--- config.mk ---
export PLATFORM = sky130hd
export DESIGN_NAME = bridgeless_pwm
export DESIGN_NICKNAME = d
export VERILOG_FILES = /design/src/rtl/bpwm_pkg.sv /design/src/rtl/bpwm_period_timer.sv /design/src/rtl/bpwm_setting_latch.sv /design/src/rtl/bpwm_phase_decode.sv /design/src/rtl/bpwm_trip_guard.sv /design/src/rtl/bridgeless_pwm.sv
export SDC_FILE = /design/constraint.sdc
export NUM_CORES = 1
export LEC_CHECK = 0
export ABC_AREA = 1
export CAP_MARGIN = 20
export CORE_MARGIN = 8
export CORE_UTILIZATION = 60
export CTS_BUF_LIST = sky130_fd_sc_hd__clkbuf_8
export DETAILED_ROUTE_END_ITERATION = 8
export PLACE_DENSITY_LB_ADDON = 0.3
export SYNTH_ARGS = -nofsm -noshare
export SYNTH_HDL_FRONTEND = slang
export SYNTH_SLANG_ARGS = --single-unit
--- constraint.sdc ---
create_clock -name clk -period 2.8 [get_ports clk]
set_input_delay 0.42 -clock clk [delete_from_list [all_inputs] [get_ports clk]]
set_output_delay 0.42 -clock clk [all_outputs]
set_load 0.03 [all_outputs]
--- src/rtl/bpwm_pkg.sv ---
package bpwm_pkg;

  localparam int EDGE_W = 16;

  typedef struct packed {
    logic [EDGE_W-1:0] snub_on;
    logic [EDGE_W-1:0] snub_off;
    logic [EDGE_W-1:0] main_on;
    logic [EDGE_W-1:0] main_off;
    logic [EDGE_W-1:0] fw_on;
  } edges_t;

  // Turns one period's settings into absolute tick edges.
  // When the duty does not exceed the snubber width, both pulses are dropped.
  function automatic edges_t plan_edges(input int unsigned pre_dt,
                                        input int unsigned snub,
                                        input int unsigned mid_dt,
                                        input int unsigned duty,
                                        input int unsigned post_dt);
    int unsigned sn;
    int unsigned on_w;
    edges_t e;
    if (duty > snub) begin
      sn   = snub;
      on_w = duty - snub;
    end else begin
      sn   = 0;
      on_w = 0;
    end
    e.snub_on  = EDGE_W'(pre_dt);
    e.snub_off = EDGE_W'(pre_dt + sn);
    e.main_on  = EDGE_W'(pre_dt + sn + mid_dt);
    e.main_off = EDGE_W'(pre_dt + sn + mid_dt + on_w);
    e.fw_on    = EDGE_W'(pre_dt + sn + mid_dt + on_w + post_dt);
    return e;
  endfunction

  // Half-open window test: lo <= t < hi
  function automatic logic in_window(input logic [EDGE_W-1:0] t,
                                     input logic [EDGE_W-1:0] lo,
                                     input logic [EDGE_W-1:0] hi);
    return (t >= lo) && (t < hi);
  endfunction

endpackage

--- src/rtl/bpwm_period_timer.sv ---
module bpwm_period_timer #(
  parameter int PERIOD = 625,
  localparam int CNT_W = $clog2(PERIOD)
) (
  input  logic             clk,
  input  logic             rst_n,
  output logic [CNT_W-1:0] tick,
  output logic             wrap,
  output logic             armed
);
  localparam logic [CNT_W-1:0] LAST = CNT_W'(PERIOD - 1);

  assign wrap = (tick == LAST);

  always_ff @(posedge clk or negedge rst_n) begin
    if (!rst_n) begin
      tick  <= '0;
      armed <= 1'b0;
    end else if (wrap) begin
      tick  <= '0;
      armed <= 1'b1;
    end else begin
      tick  <= tick + 1'b1;
    end
  end
endmodule

--- src/rtl/bpwm_setting_latch.sv ---
module bpwm_setting_latch
  import bpwm_pkg::*;
#(
  parameter int CNT_W  = 10,
  parameter int SNUB_W = 7,
  parameter int DT_W   = 6
) (
  input  logic              clk,
  input  logic              rst_n,
  input  logic              wrap,
  input  logic [CNT_W-1:0]  duty_cnt,
  input  logic [SNUB_W-1:0] snub_cnt,
  input  logic [DT_W-1:0]   dt_pre,
  input  logic [DT_W-1:0]   dt_mid,
  input  logic [DT_W-1:0]   dt_post,
  input  logic              pol_neg,
  output edges_t            edges,
  output logic              pol_q
);
  edges_t next_edges;

  assign next_edges = plan_edges(32'(dt_pre), 32'(snub_cnt), 32'(dt_mid),
                                 32'(duty_cnt), 32'(dt_post));

  always_ff @(posedge clk or negedge rst_n) begin
    if (!rst_n) begin
      edges <= '0;
      pol_q <= 1'b0;
    end else if (wrap) begin
      edges <= next_edges;
      pol_q <= pol_neg;
    end
  end
endmodule

--- src/rtl/bpwm_phase_decode.sv ---
module bpwm_phase_decode
  import bpwm_pkg::*;
#(
  parameter int CNT_W = 10
) (
  input  logic [CNT_W-1:0] tick,
  input  edges_t           edges,
  output logic             snub_win,
  output logic             main_win,
  output logic             fw_win
);
  logic [EDGE_W-1:0] t_ext;

  assign t_ext    = EDGE_W'(tick);
  assign snub_win = in_window(t_ext, edges.snub_on, edges.snub_off);
  assign main_win = in_window(t_ext, edges.main_on, edges.main_off);
  assign fw_win   = (t_ext >= edges.fw_on);
endmodule

--- src/rtl/bpwm_trip_guard.sv ---
module bpwm_trip_guard (
  input  logic clk,
  input  logic rst_n,
  input  logic oc_trip,
  input  logic wrap,
  output logic trip_hold,
  output logic lead_block
);
  always_ff @(posedge clk or negedge rst_n) begin
    if (!rst_n)    trip_hold <= 1'b0;
    else if (wrap) trip_hold <= 1'b0;
    else           trip_hold <= trip_hold | oc_trip;
  end

  assign lead_block = oc_trip | trip_hold;
endmodule

--- src/rtl/bridgeless_pwm.sv ---
module bridgeless_pwm
  import bpwm_pkg::*;
#(
  parameter int PERIOD = 625,
  parameter int SNUB_W = 7,
  parameter int DT_W   = 6,
  localparam int CNT_W = $clog2(PERIOD)
) (
  input  logic              clk,
  input  logic              rst_n,
  input  logic [CNT_W-1:0]  duty_cnt,
  input  logic [SNUB_W-1:0] snub_cnt,
  input  logic [DT_W-1:0]   dt_pre,
  input  logic [DT_W-1:0]   dt_mid,
  input  logic [DT_W-1:0]   dt_post,
  input  logic              pol_neg,
  input  logic              oc_trip,
  output logic              sw1_gate,
  output logic              sw2_gate,
  output logic              sw1_snub,
  output logic              sw2_snub
);
  logic [CNT_W-1:0] tick;
  logic             wrap;
  logic             armed;
  edges_t           edges;
  logic             pol_q;
  logic             snub_win, main_win, fw_win;
  logic             trip_hold, lead_block;
  logic             lead_is_sw2;
  logic [1:0]       gate_v, snub_v;

  bpwm_period_timer #(.PERIOD(PERIOD)) u_timer (
    .clk(clk), .rst_n(rst_n), .tick(tick), .wrap(wrap), .armed(armed)
  );

  bpwm_setting_latch #(.CNT_W(CNT_W), .SNUB_W(SNUB_W), .DT_W(DT_W)) u_latch (
    .clk(clk), .rst_n(rst_n), .wrap(wrap),
    .duty_cnt(duty_cnt), .snub_cnt(snub_cnt),
    .dt_pre(dt_pre), .dt_mid(dt_mid), .dt_post(dt_post),
    .pol_neg(pol_neg), .edges(edges), .pol_q(pol_q)
  );

  bpwm_phase_decode #(.CNT_W(CNT_W)) u_decode (
    .tick(tick), .edges(edges),
    .snub_win(snub_win), .main_win(main_win), .fw_win(fw_win)
  );

  bpwm_trip_guard u_trip (
    .clk(clk), .rst_n(rst_n), .oc_trip(oc_trip), .wrap(wrap),
    .trip_hold(trip_hold), .lead_block(lead_block)
  );

  assign lead_is_sw2 = ~pol_q;

  // Index 0 is switch 1, index 1 is switch 2
  for (genvar i = 0; i < 2; i++) begin : g_sw
    logic is_lead;
    assign is_lead   = (i == 1) ? lead_is_sw2 : ~lead_is_sw2;
    assign gate_v[i] = armed & (is_lead ? (main_win & ~lead_block) : fw_win);
    assign snub_v[i] = armed & is_lead & snub_win & ~lead_block;
  end

  assign sw1_gate = gate_v[0];
  assign sw2_gate = gate_v[1];
  assign sw1_snub = snub_v[0];
  assign sw2_snub = snub_v[1];
endmodule

==> flow_summary.ini, run 1 <==
[placement]
io_buffer_count = 42
gp_congestion = 0.9175
numPlacedInstances = 1021
detailedPlace.worstSlack_ns = -2.896
hpwlAfterDp_mm = 12.84

[timing]
repair-timing-grt-worst-ep = u_latch.edges[8]$_DFFE_PN0N_/D
worst_endpoint_kind = register data pin

[synth]
synth_adder_area_share_pct = 19.22
synth-edff-count = 0
synth_xor_area_share_pct = 3.403
synth_compound_area_share_pct = 11.42
yosys-mux-area-fraction_pct = 0
dominant_combinational_cell_family_by_area_after_synthesis = simple AND/OR/NAND/NOR gates
synthFlopType = sky130_fd_sc_hd__dfrtp_1
synth-seq-area-share_pct = 30.05
synthesized_instance_count = 776
synth_area_per_cell_um2 = 7.298
synth.net_count = 899
yosysUniqueCellTypes = 41
post_synth_instance_area_mm2 = 0.005663
async_flop_share_pct = 100.0
yosys_warnings = 0
ys_ff_latch = 68
synthSimpleGateAreaFrac_pct = 25.61

[floorplanning]
die_h_um = 113.2
initial_standard_cell_utilization_of_the_core_pct = 61.58
pin_count = 43
die_w_um = 113.2
core.rowCount = 35

[grt]
globalRoute.totalOverflow = 393
global_route.usage.total_pct = 81.29
grt_max_degree = 51

[run_status]
run_status = aborted with a tool error
failed_stage = global routing (5_1_grt)
error_message = [ERROR GRT-0232] Routing congestion too high. Check the congestion heatmap in the GUI.

[clocking]
clock_tree.buffer_depth = 2
root_buffer = sky130_fd_sc_hd__clkbuf_8
ctsHoldBuffers = 0
total_clock_buffers_created_by_cts = 9
clock_sinks = 68
cts.htree.levels = 3
[layer usage]
layer	global-route usage [%]	overflow
met1	76.11	5
met2	98.17	282
met3	70.82	4
met4	88.28	102
met5	19.50	0
[Yosys cell counts (3+ instances only)]
cell type	number	area share (%)
sky130_fd_sc_hd__nand2_1	192	13
sky130_fd_sc_hd__inv_1	138	9.1
sky130_fd_sc_hd__ha_1	79	17
sky130_fd_sc_hd__dfrtp_1	68	30
sky130_fd_sc_hd__nor2_1	53	3.5
sky130_fd_sc_hd__o21ai_0	49	4.3
sky130_fd_sc_hd__nand3_1	40	3.5
sky130_fd_sc_hd__a21oi_1	39	3.4
sky130_fd_sc_hd__nand4_1	14	1.5
sky130_fd_sc_hd__xor2_1	14	2.2
sky130_fd_sc_hd__nor3_1	8	0.71
sky130_fd_sc_hd__xnor2_1	8	1.2
sky130_fd_sc_hd__buf_2	7	0.62
sky130_fd_sc_hd__nand2_2	7	0.77
sky130_fd_sc_hd__clkbuf_1	6	0.40
sky130_fd_sc_hd__fa_1	5	1.8
sky130_fd_sc_hd__nand3b_1	4	0.53
sky130_fd_sc_hd__o22ai_1	4	0.44
sky130_fd_sc_hd__a21o_1	3	0.40
sky130_fd_sc_hd__a31o_2	3	0.46
sky130_fd_sc_hd__a31oi_1	3	0.33
sky130_fd_sc_hd__nand3_2	3	0.53
sky130_fd_sc_hd__nor4_1	3	0.33
sky130_fd_sc_hd__o21ai_2	3	0.46
[kinds of logic after synthesis]
group / Yosys count
buffers and inverters: 153
XOR/XNOR: 22
AND/OR/NAND/NOR: 334
AO/OA/AOI/OAI: 115
adder cells (fa/ha/maj): 84
flip-flops: 68
[per-stage QoR]
stage	instance area (um2)	hold WS (ns)	utilization [%]	setup TNS, ns
2_1_floorplan	5837	0.1244	-	-44.86
3_3_place_gp	7133	0.4591	77.56	-64.11
3_5_place_dp	7133	0.4679	77.56	-73.29
4_1_cts	8132	0.09690	88.42	-39.35
[timing repair]
item                                    in CTS
gates resized for setup                    152
setup buffers                               59
hold endpoints to repair                     0
pin swaps                                   69
endpoints found under the setup margin      41
==> run 2, diff against run 1 <==
- CORE_UTILIZATION: 60 -> 40
- CTS_BUF_LIST: sky130_fd_sc_hd__clkbuf_8 -> not set
- PLACE_DENSITY_LB_ADDON: 0.3 -> 0.15
==> run 2 against run 1 <==
Effect of this change:
- the flow now finishes, with violations (negative setup slack)
- area after synthesis stayed put
- synthesized cell count stayed put
==> flow_summary.ini, run 2 <==
[run_status]
run_status = complete, but fails checks
violations = negative setup slack

[final_layout]
n_antenna_cell = 0
layout.core_utilization_pct = 64.26
largest_register_ffs = 55
layout_common_cells = sky130_fd_sc_hd__buf_4 (169), sky130_fd_sc_hd__nand2_1 (145), sky130_fd_sc_hd__inv_1 (116)
stdcell_area_mm2 = 0.008920
mostFrequentLayoutCell = sky130_fd_sc_hd__buf_4
final_net_count = 1123
largest_register = u_latch.edges
largestRegisters = u_latch.edges x55, u_timer.tick x10
flow.area_growth_from_synthesis_pct = 57.51
final_standard_cell_count_with_taps_included_and_fillers_excluded = 1184
post_route_cells_drive_above_1_share_pct = 39.94

[timing]
clock.fmax_mhz = 211.1
final.setup_skew_ns = 0.004418
final_min_period_over_clock_period_pct = 169.2
finalCriticalPeriod_ns = 4.738
unrepaired_setup_endpoints_after_global_routing = true
tightest_slew_ns = 0.6262
slew_headroom_pct = 58.25
setup_violations = 34
finalWorstSetupSlack_ns = -1.938
totalNegativeSetupSlack_ns = -43.62
timing_max_transition_violations_final = 0
timing.hold.ws_ns = 0.1045
finalHoldViolCount = 0

[floorplanning]
die_h_um = 135.0
initial_standard_cell_utilization_of_the_core_pct = 40.80
core.rowCount = 43
die_w_um = 135.0
pin_count = 43
die_area_mm2 = 0.01822
floorplan.core_area_mm2 = 0.01388

[clocking]
clock_tree.buffer_depth = 2
cts.htree.levels = 3
ctsHoldBuffers = 0
total_clock_buffers_created_by_cts = 9
clk_transition_reported_paths_ns = 0.05
cts_tree = done
worst_skew_pair.late_latency_ns = 0.33
clock_sinks = 68
root_buffer = sky130_fd_sc_hd__clkbuf_16

[worst_setup_path]
kind_of_start_point_of_the_critical_path = input pin
slowest_delay_ns = 0.38
worstPathBufferInverterCount = 3
setup.worst_path.end_class = flop
critPathMostFrequentCell = sky130_fd_sc_hd__nand2_2
critPathMaxFanout = 5
regToRegStartpoint = u_timer.tick[0]
cp_top_family = adder cells
r2r_setup_slack_ns = 0.65
critPathRequiredTime_ns = 3.02
critPathArrivalTime_ns = 4.96
crit_slowest_cell = sky130_fd_sc_hd__fa_2
cp-startpoint = duty_cnt[4]
worst-setup-path-type = input pin to flop

[power]
power_frac_comb_pct = 69.9
report.power.total_mw = 6.695
clock_power_share_pct = 15.4
max_rail_drop_vdd_mv = 0.4634
power_share_of_the_sequential_group_pct = 14.7
power.leakage_nw = 4.679
power.switching_mw = 2.637
p_per_area_mw_per_mm2 = 750.6
power_report.internal_total_mw = 4.059
net_switching_share_of_the_total_power_pct = 39.38

[synth]
synth_area_per_cell_um2 = 7.298
synth_largest_area_cell = sky130_fd_sc_hd__dfrtp_1
yosysUniqueCellTypes = 41
ys_ff_latch = 68
post_synth_instance_area_mm2 = 0.005663
share_of_yosys_cell_area_claimed_by_the_top_area_cell_type_pct = 30.05
synth.net_count = 899
async_flop_share_pct = 100.0
synthFlopType = sky130_fd_sc_hd__dfrtp_1
synth-edff-count = 0
synthesized_instance_count = 776
ys_top_cells_by_area = sky130_fd_sc_hd__dfrtp_1 (30%), sky130_fd_sc_hd__ha_1 (17%), sky130_fd_sc_hd__nand2_1 (13%), sky130_fd_sc_hd__inv_1 (9.1%), sky130_fd_sc_hd__o21ai_0 (4.3%)
synth-seq-area-share_pct = 30.05
synth.top_cells.by_count = sky130_fd_sc_hd__nand2_1 (192), sky130_fd_sc_hd__inv_1 (138), sky130_fd_sc_hd__ha_1 (79)
synthMostInstantiatedCell = sky130_fd_sc_hd__nand2_1
yosys_warnings = 0

[drt]
firstDrtPassIters = 5
vias_per_std_cell = 5.073
postRouteWirelength_mm = 18.78
post_drt_wl_per_cell_um = 15.86
route.antenna.remaining_nets = 0
first_iter_violations = 319
drc = 0
dr_vias = 6006

[placement]
numPlacedInstances = 1104
io_buffer_count = 42
placed_cell_area_mm2 = 0.007320
hpwlAfterDp_mm = 12.82
gp_congestion = 0.8961
detailedPlace.worstSlack_ns = -2.870

[grt]
grt_first_pass_wirelength_mm = 28.79
grt_max_degree = 51
globalRoute.totalOverflow = 0
first_global_vias = 5941
antenna_found_initial = 0
global_route.usage.total_pct = 19.77

[run]
drv_cap = 0

[min_path]
worst_min_delay_path_category = input pin to async pin
[run 2: cell counts after synthesis]
No cell type changed its count.
[run 2: logic make-up after synthesis]
family          Yosys count  synth area share [%]
flops                    68                 30.05
simple gates            334                 25.61
compound gates          115                 11.42
xor+xnor                 22                 3.403
fa+ha+maj                84                 19.22
buf+inv                 153                 10.30
[run 2: path summary, 6_finish.rpt]
check,endpoint,depth (start not counted)
setup / recovery,u_latch.edges[13],31
max in group asynchronous,u_latch.edges[24],2
hold / removal,u_latch.edges[50],1
hold reg to reg,u_timer.armed,2
setup reg to reg,u_latch.edges[30],9
min in group clk,u_timer.armed,2
[run 2: final cells by class]
class,count,area (um2)
clock buffers,13,260.3
clock inverters,2,10.01
fillers,1147,4961
inverters,140,534.3
multi-input cells,555,4372
flip-flops and latches,68,1703
well taps,180,225.2
repair buffers,226,1815
[run 2: worst reg2reg max path, delay by kind of cell, from the launching register on]
kind / cells / cell delay [ns]
AOI/OAI and AO/OA: 1 / 0.11
adders and majority gates: 1 / 0.21
buffers and inverters: 3 / 0.72
and+or+nand+nor: 4 / 0.64
DFF: 1 / 0.39
[run 2: metal layers]
metal / track usage, % / vias to the layer above / share of wire [%]
met5: 0 / - / 0
met4: 8.081 / 0 / 3.0
met3: 3.046 / 53 / 3.3
met2: 34.39 / 153 / 51
met1: 23.80 / 2851 / 43
li1: - / 2949 / -
[run 2: timing repair]
action,CTS,global route
endpoints found under the setup margin,39,40
buffers inserted,49,18
gates resized for setup,162,92
pin swaps,66,90
[run 2: power groups by stage]
stage | clock network, mW | registers (mW) | logic [mW]
2_1_floorplan | 0 | 1.00 | 1.58
3_3_place_gp | 0 | 1.00 | 2.78
3_5_place_dp | 0 | 1.00 | 2.82
4_1_cts | 1.05 | 0.984 | 3.65
5_1_grt | 1.10 | 0.983 | 4.98
6_report | 1.03 | 0.984 | 4.68
Note: power is estimated with default switching activity, not from simulation.
==> run 3, diff against run 2 <==
- ABC_AREA: 1 -> not set
==> run 3 against run 2 <==
Effect of this change:
- the flow still finishes with violations (negative setup slack)
- synthesized cell count is 22% lower
- clock skew is 0.0032 ns higher
- setup slack lost 1.1 ns
- combinational power shrank 14%
- final area fell by 2.0%
- utilization grew 2.5 points
- sequential share of layout area is 0.40 points higher
- total power fell by 8.0%
- area after synthesis down 6.2%
- critical path depth is 4 lower
- global-route usage up 0.19 points
- largest cell class unchanged
- largest power group unchanged
==> flow_summary.ini, run 3 <==
[run_status]
run_status = complete, but fails checks
violations = negative setup slack

[drt]
postRouteWirelength_mm = 17.00
firstDrtPassIters = 4
post_drt_wl_per_cell_um = 16.90
vias_per_std_cell = 5.158
first_iter_violations = 220
drc = 0
dr_vias = 5189
route.antenna.remaining_nets = 0

[grt]
global_route.usage.total_pct = 19.96
grt_first_pass_wirelength_mm = 28.15
first_global_vias = 5672
globalRoute.totalOverflow = 0
antenna_found_initial = 0
grt_max_degree = 40

[worst_setup_path]
kind_of_start_point_of_the_critical_path = input pin
slowest_delay_ns = 0.41
worst-setup-path-type = input pin to flop
critPathArrivalTime_ns = 6.04
crit_slowest_cell = sky130_fd_sc_hd__fa_2
critPathRequiredTime_ns = 3.02
critPathMaxFanout = 5
setup.worst_path.end_class = flop
cp_top_family = simple AND/OR/NAND/NOR gates
worstPathBufferInverterCount = 3

[synth]
post_synth_instance_area_mm2 = 0.005313
synth-edff-count = 0
ys_ff_latch = 68
synthMostInstantiatedCell = sky130_fd_sc_hd__ha_1
ys_top_cells_by_area = sky130_fd_sc_hd__dfrtp_1 (32%), sky130_fd_sc_hd__ha_1 (19%), sky130_fd_sc_hd__o21ai_0 (5.9%), sky130_fd_sc_hd__nand2_1 (5.4%), sky130_fd_sc_hd__inv_1 (4.1%)
synthFlopType = sky130_fd_sc_hd__dfrtp_1
yosysUniqueCellTypes = 57
synth-seq-area-share_pct = 32.03
synthesized_instance_count = 607
async_flop_share_pct = 100.0
share_of_yosys_cell_area_claimed_by_the_top_area_cell_type_pct = 32.03
synth_largest_area_cell = sky130_fd_sc_hd__dfrtp_1
synth.top_cells.by_count = sky130_fd_sc_hd__ha_1 (79), sky130_fd_sc_hd__nand2_1 (77), sky130_fd_sc_hd__dfrtp_1 (68)
yosys_warnings = 0
synth_area_per_cell_um2 = 8.752
synth.net_count = 730

[power]
power.leakage_nw = 4.158
p_per_area_mw_per_mm2 = 705.2
max_rail_drop_vdd_mv = 0.4014
report.power.total_mw = 6.162

[clocking]
cts_tree = done
clock_tree.buffer_depth = 2
worst_skew_pair.late_latency_ns = 0.34
root_buffer = sky130_fd_sc_hd__clkbuf_16
ctsHoldBuffers = 0
clk_transition_reported_paths_ns = 0.06
clock_sinks = 68
cts.htree.levels = 3
total_clock_buffers_created_by_cts = 9

[final_layout]
final_standard_cell_count_with_taps_included_and_fillers_excluded = 1006
final_net_count = 948
mostFrequentLayoutCell = sky130_fd_sc_hd__buf_4
stdcell_area_mm2 = 0.008738
post_route_cells_drive_above_1_share_pct = 44.22
n_antenna_cell = 0
largestRegisters = u_latch.edges x55, u_timer.tick x10
largest_register = u_latch.edges
layout_common_cells = sky130_fd_sc_hd__buf_4 (155), sky130_fd_sc_hd__nand2_1 (67), sky130_fd_sc_hd__dfrtp_1 (67)
layout.filler_cells = 974
largest_register_ffs = 55
flow.area_growth_from_synthesis_pct = 64.48

[floorplanning]
die_h_um = 131.2
die_area_mm2 = 0.01723
pin_count = 43
floorplan.core_area_mm2 = 0.01309
core.rowCount = 42
initial_standard_cell_utilization_of_the_core_pct = 40.60
die_w_um = 131.2

[timing]
setup_violations = 41
finalWorstSetupSlack_ns = -3.019
clock.fmax_mhz = 171.8
finalHoldViolCount = 0
final.setup_skew_ns = 0.007590
slew_headroom_pct = 52.59
timing_max_transition_violations_final = 0
final_min_period_over_clock_period_pct = 207.8
unrepaired_setup_endpoints_after_global_routing = true
finalCriticalPeriod_ns = 5.819
tightest_slew_ns = 0.7111

[placement]
io_buffer_count = 42
hpwlAfterDp_mm = 11.78
placed_cell_area_mm2 = 0.007123
numPlacedInstances = 947
gp_congestion = 0.8882

[run]
drv_cap = 0

[min_path]
worst_min_delay_path_category = input pin to async pin
[run 3: changes by cell type in the layout (fill, tap and decap cells not counted), moves of 9 or more]
| cell | previous run | this run |
|---|---|---|
| sky130_fd_sc_hd__nand3_2 | 12 | 3 |
| sky130_fd_sc_hd__nor2_1 | 42 | 29 |
| sky130_fd_sc_hd__nand2_2 | 39 | 8 |
| sky130_fd_sc_hd__a21oi_1 | 27 | 10 |
| sky130_fd_sc_hd__buf_4 | 169 | 155 |
| sky130_fd_sc_hd__nand2_1 | 145 | 67 |
| sky130_fd_sc_hd__nand3_1 | 28 | 9 |
| sky130_fd_sc_hd__nand2b_1 | 0 | 9 |
| sky130_fd_sc_hd__inv_2 | 21 | 10 |
| sky130_fd_sc_hd__a21o_1 | 3 | 13 |
| sky130_fd_sc_hd__inv_1 | 116 | 47 |
| sky130_fd_sc_hd__nand4_1 | 14 | 2 |
| sky130_fd_sc_hd__nand2_4 | 16 | 2 |
[run 3: timing repair]
item,in CTS,in global routing
gates resized for setup,186,69
setup buffers,67,21
setup endpoints to repair,46,49
pin swaps,80,71
[run 3: kinds of logic (layout without fill, tap and decap cells)]
kind of cell | after synthesis | count (layout) | synth area share, %
compound gates | 161 | 161 | 19.85
fa+ha+maj | 84 | 84 | 20.49
xor+xnor | 30 | 30 | 5.205
simple gates | 190 | 190 | 16.56
mux | 4 | 4 | 0.9184
flops | 68 | 68 | 32.03
buf+inv | 70 | 293 | 4.946
[run 3: final cells by class]
| type | instances | area [um2] | area share [%] |
|---|---|---|---|
| Inverter | 58 | 230.2 | 2.635 |
| Sequential cell | 68 | 1703 | 19.49 |
| Multi-Input combinational cell | 469 | 4457 | 51.00 |
| Tap cell | 176 | 220.2 | 2.520 |
| Clock inverter | 7 | 76.32 | 0.8734 |
| Timing Repair Buffer | 219 | 1827 | 20.90 |
| Clock buffer | 9 | 225.2 | 2.577 |
[run 3: routing by layer]
metal | part of all wire, % | routed length [um] | up-vias | global-route usage [%]
met3 | 2.5 | 421 | 29 | 3.239
met1 | 44 | 7420 | 2495 | 23.34
met4 | 2.7 | 461 | 0 | 7.489
met2 | 51 | 8696 | 78 | 35.82
met5 | 0 | 0 | - | 0
li1 | - | - | 2587 | -
[run 3: worst paths after layout]
check / endpoint / cells past startpoint / slack, ns / startpoint
worst max-delay path: u_latch.edges[10] / 27 / -3.02 / snub_cnt[1]
worst max register to register: u_latch.edges[10] / 6 / 0.58 / u_timer.tick[7]
worst min-delay path: u_timer.tick[0] / 1 / 0.14 / rst_n
worst min register to register: u_latch.edges[31] / 2 / 0.47 / u_latch.edges[31]
min in group clk: u_latch.edges[31] / 2 / 0.47 / u_latch.edges[31]
max in group asynchronous: u_latch.edges[21] / 2 / 2.01 / rst_n
[run 3: per-stage QoR]
step / hold slack, ns / setup TNS, ns / utilization (%) / worst slack (ns)
floorplan: 0.1244 / -72.56 / - / -3.096
global placement: 0.4530 / -110.33 / 54.44 / -3.804
detailed placement: 0.4567 / -115.48 / 54.44 / -3.979
CTS: 0.1618 / -73.85 / 65.74 / -2.808
global route: 0.1921 / -78.41 / 66.78 / -3.206
finish: 0.1384 / -72.70 / 66.78 / -3.019
[run 3: where the power goes]
group / switching [mW] / internal (mW)
clock network: 0.444 / 0.693
registers: 0.00000000000000000763 / 0.983
logic: 1.81 / 2.23
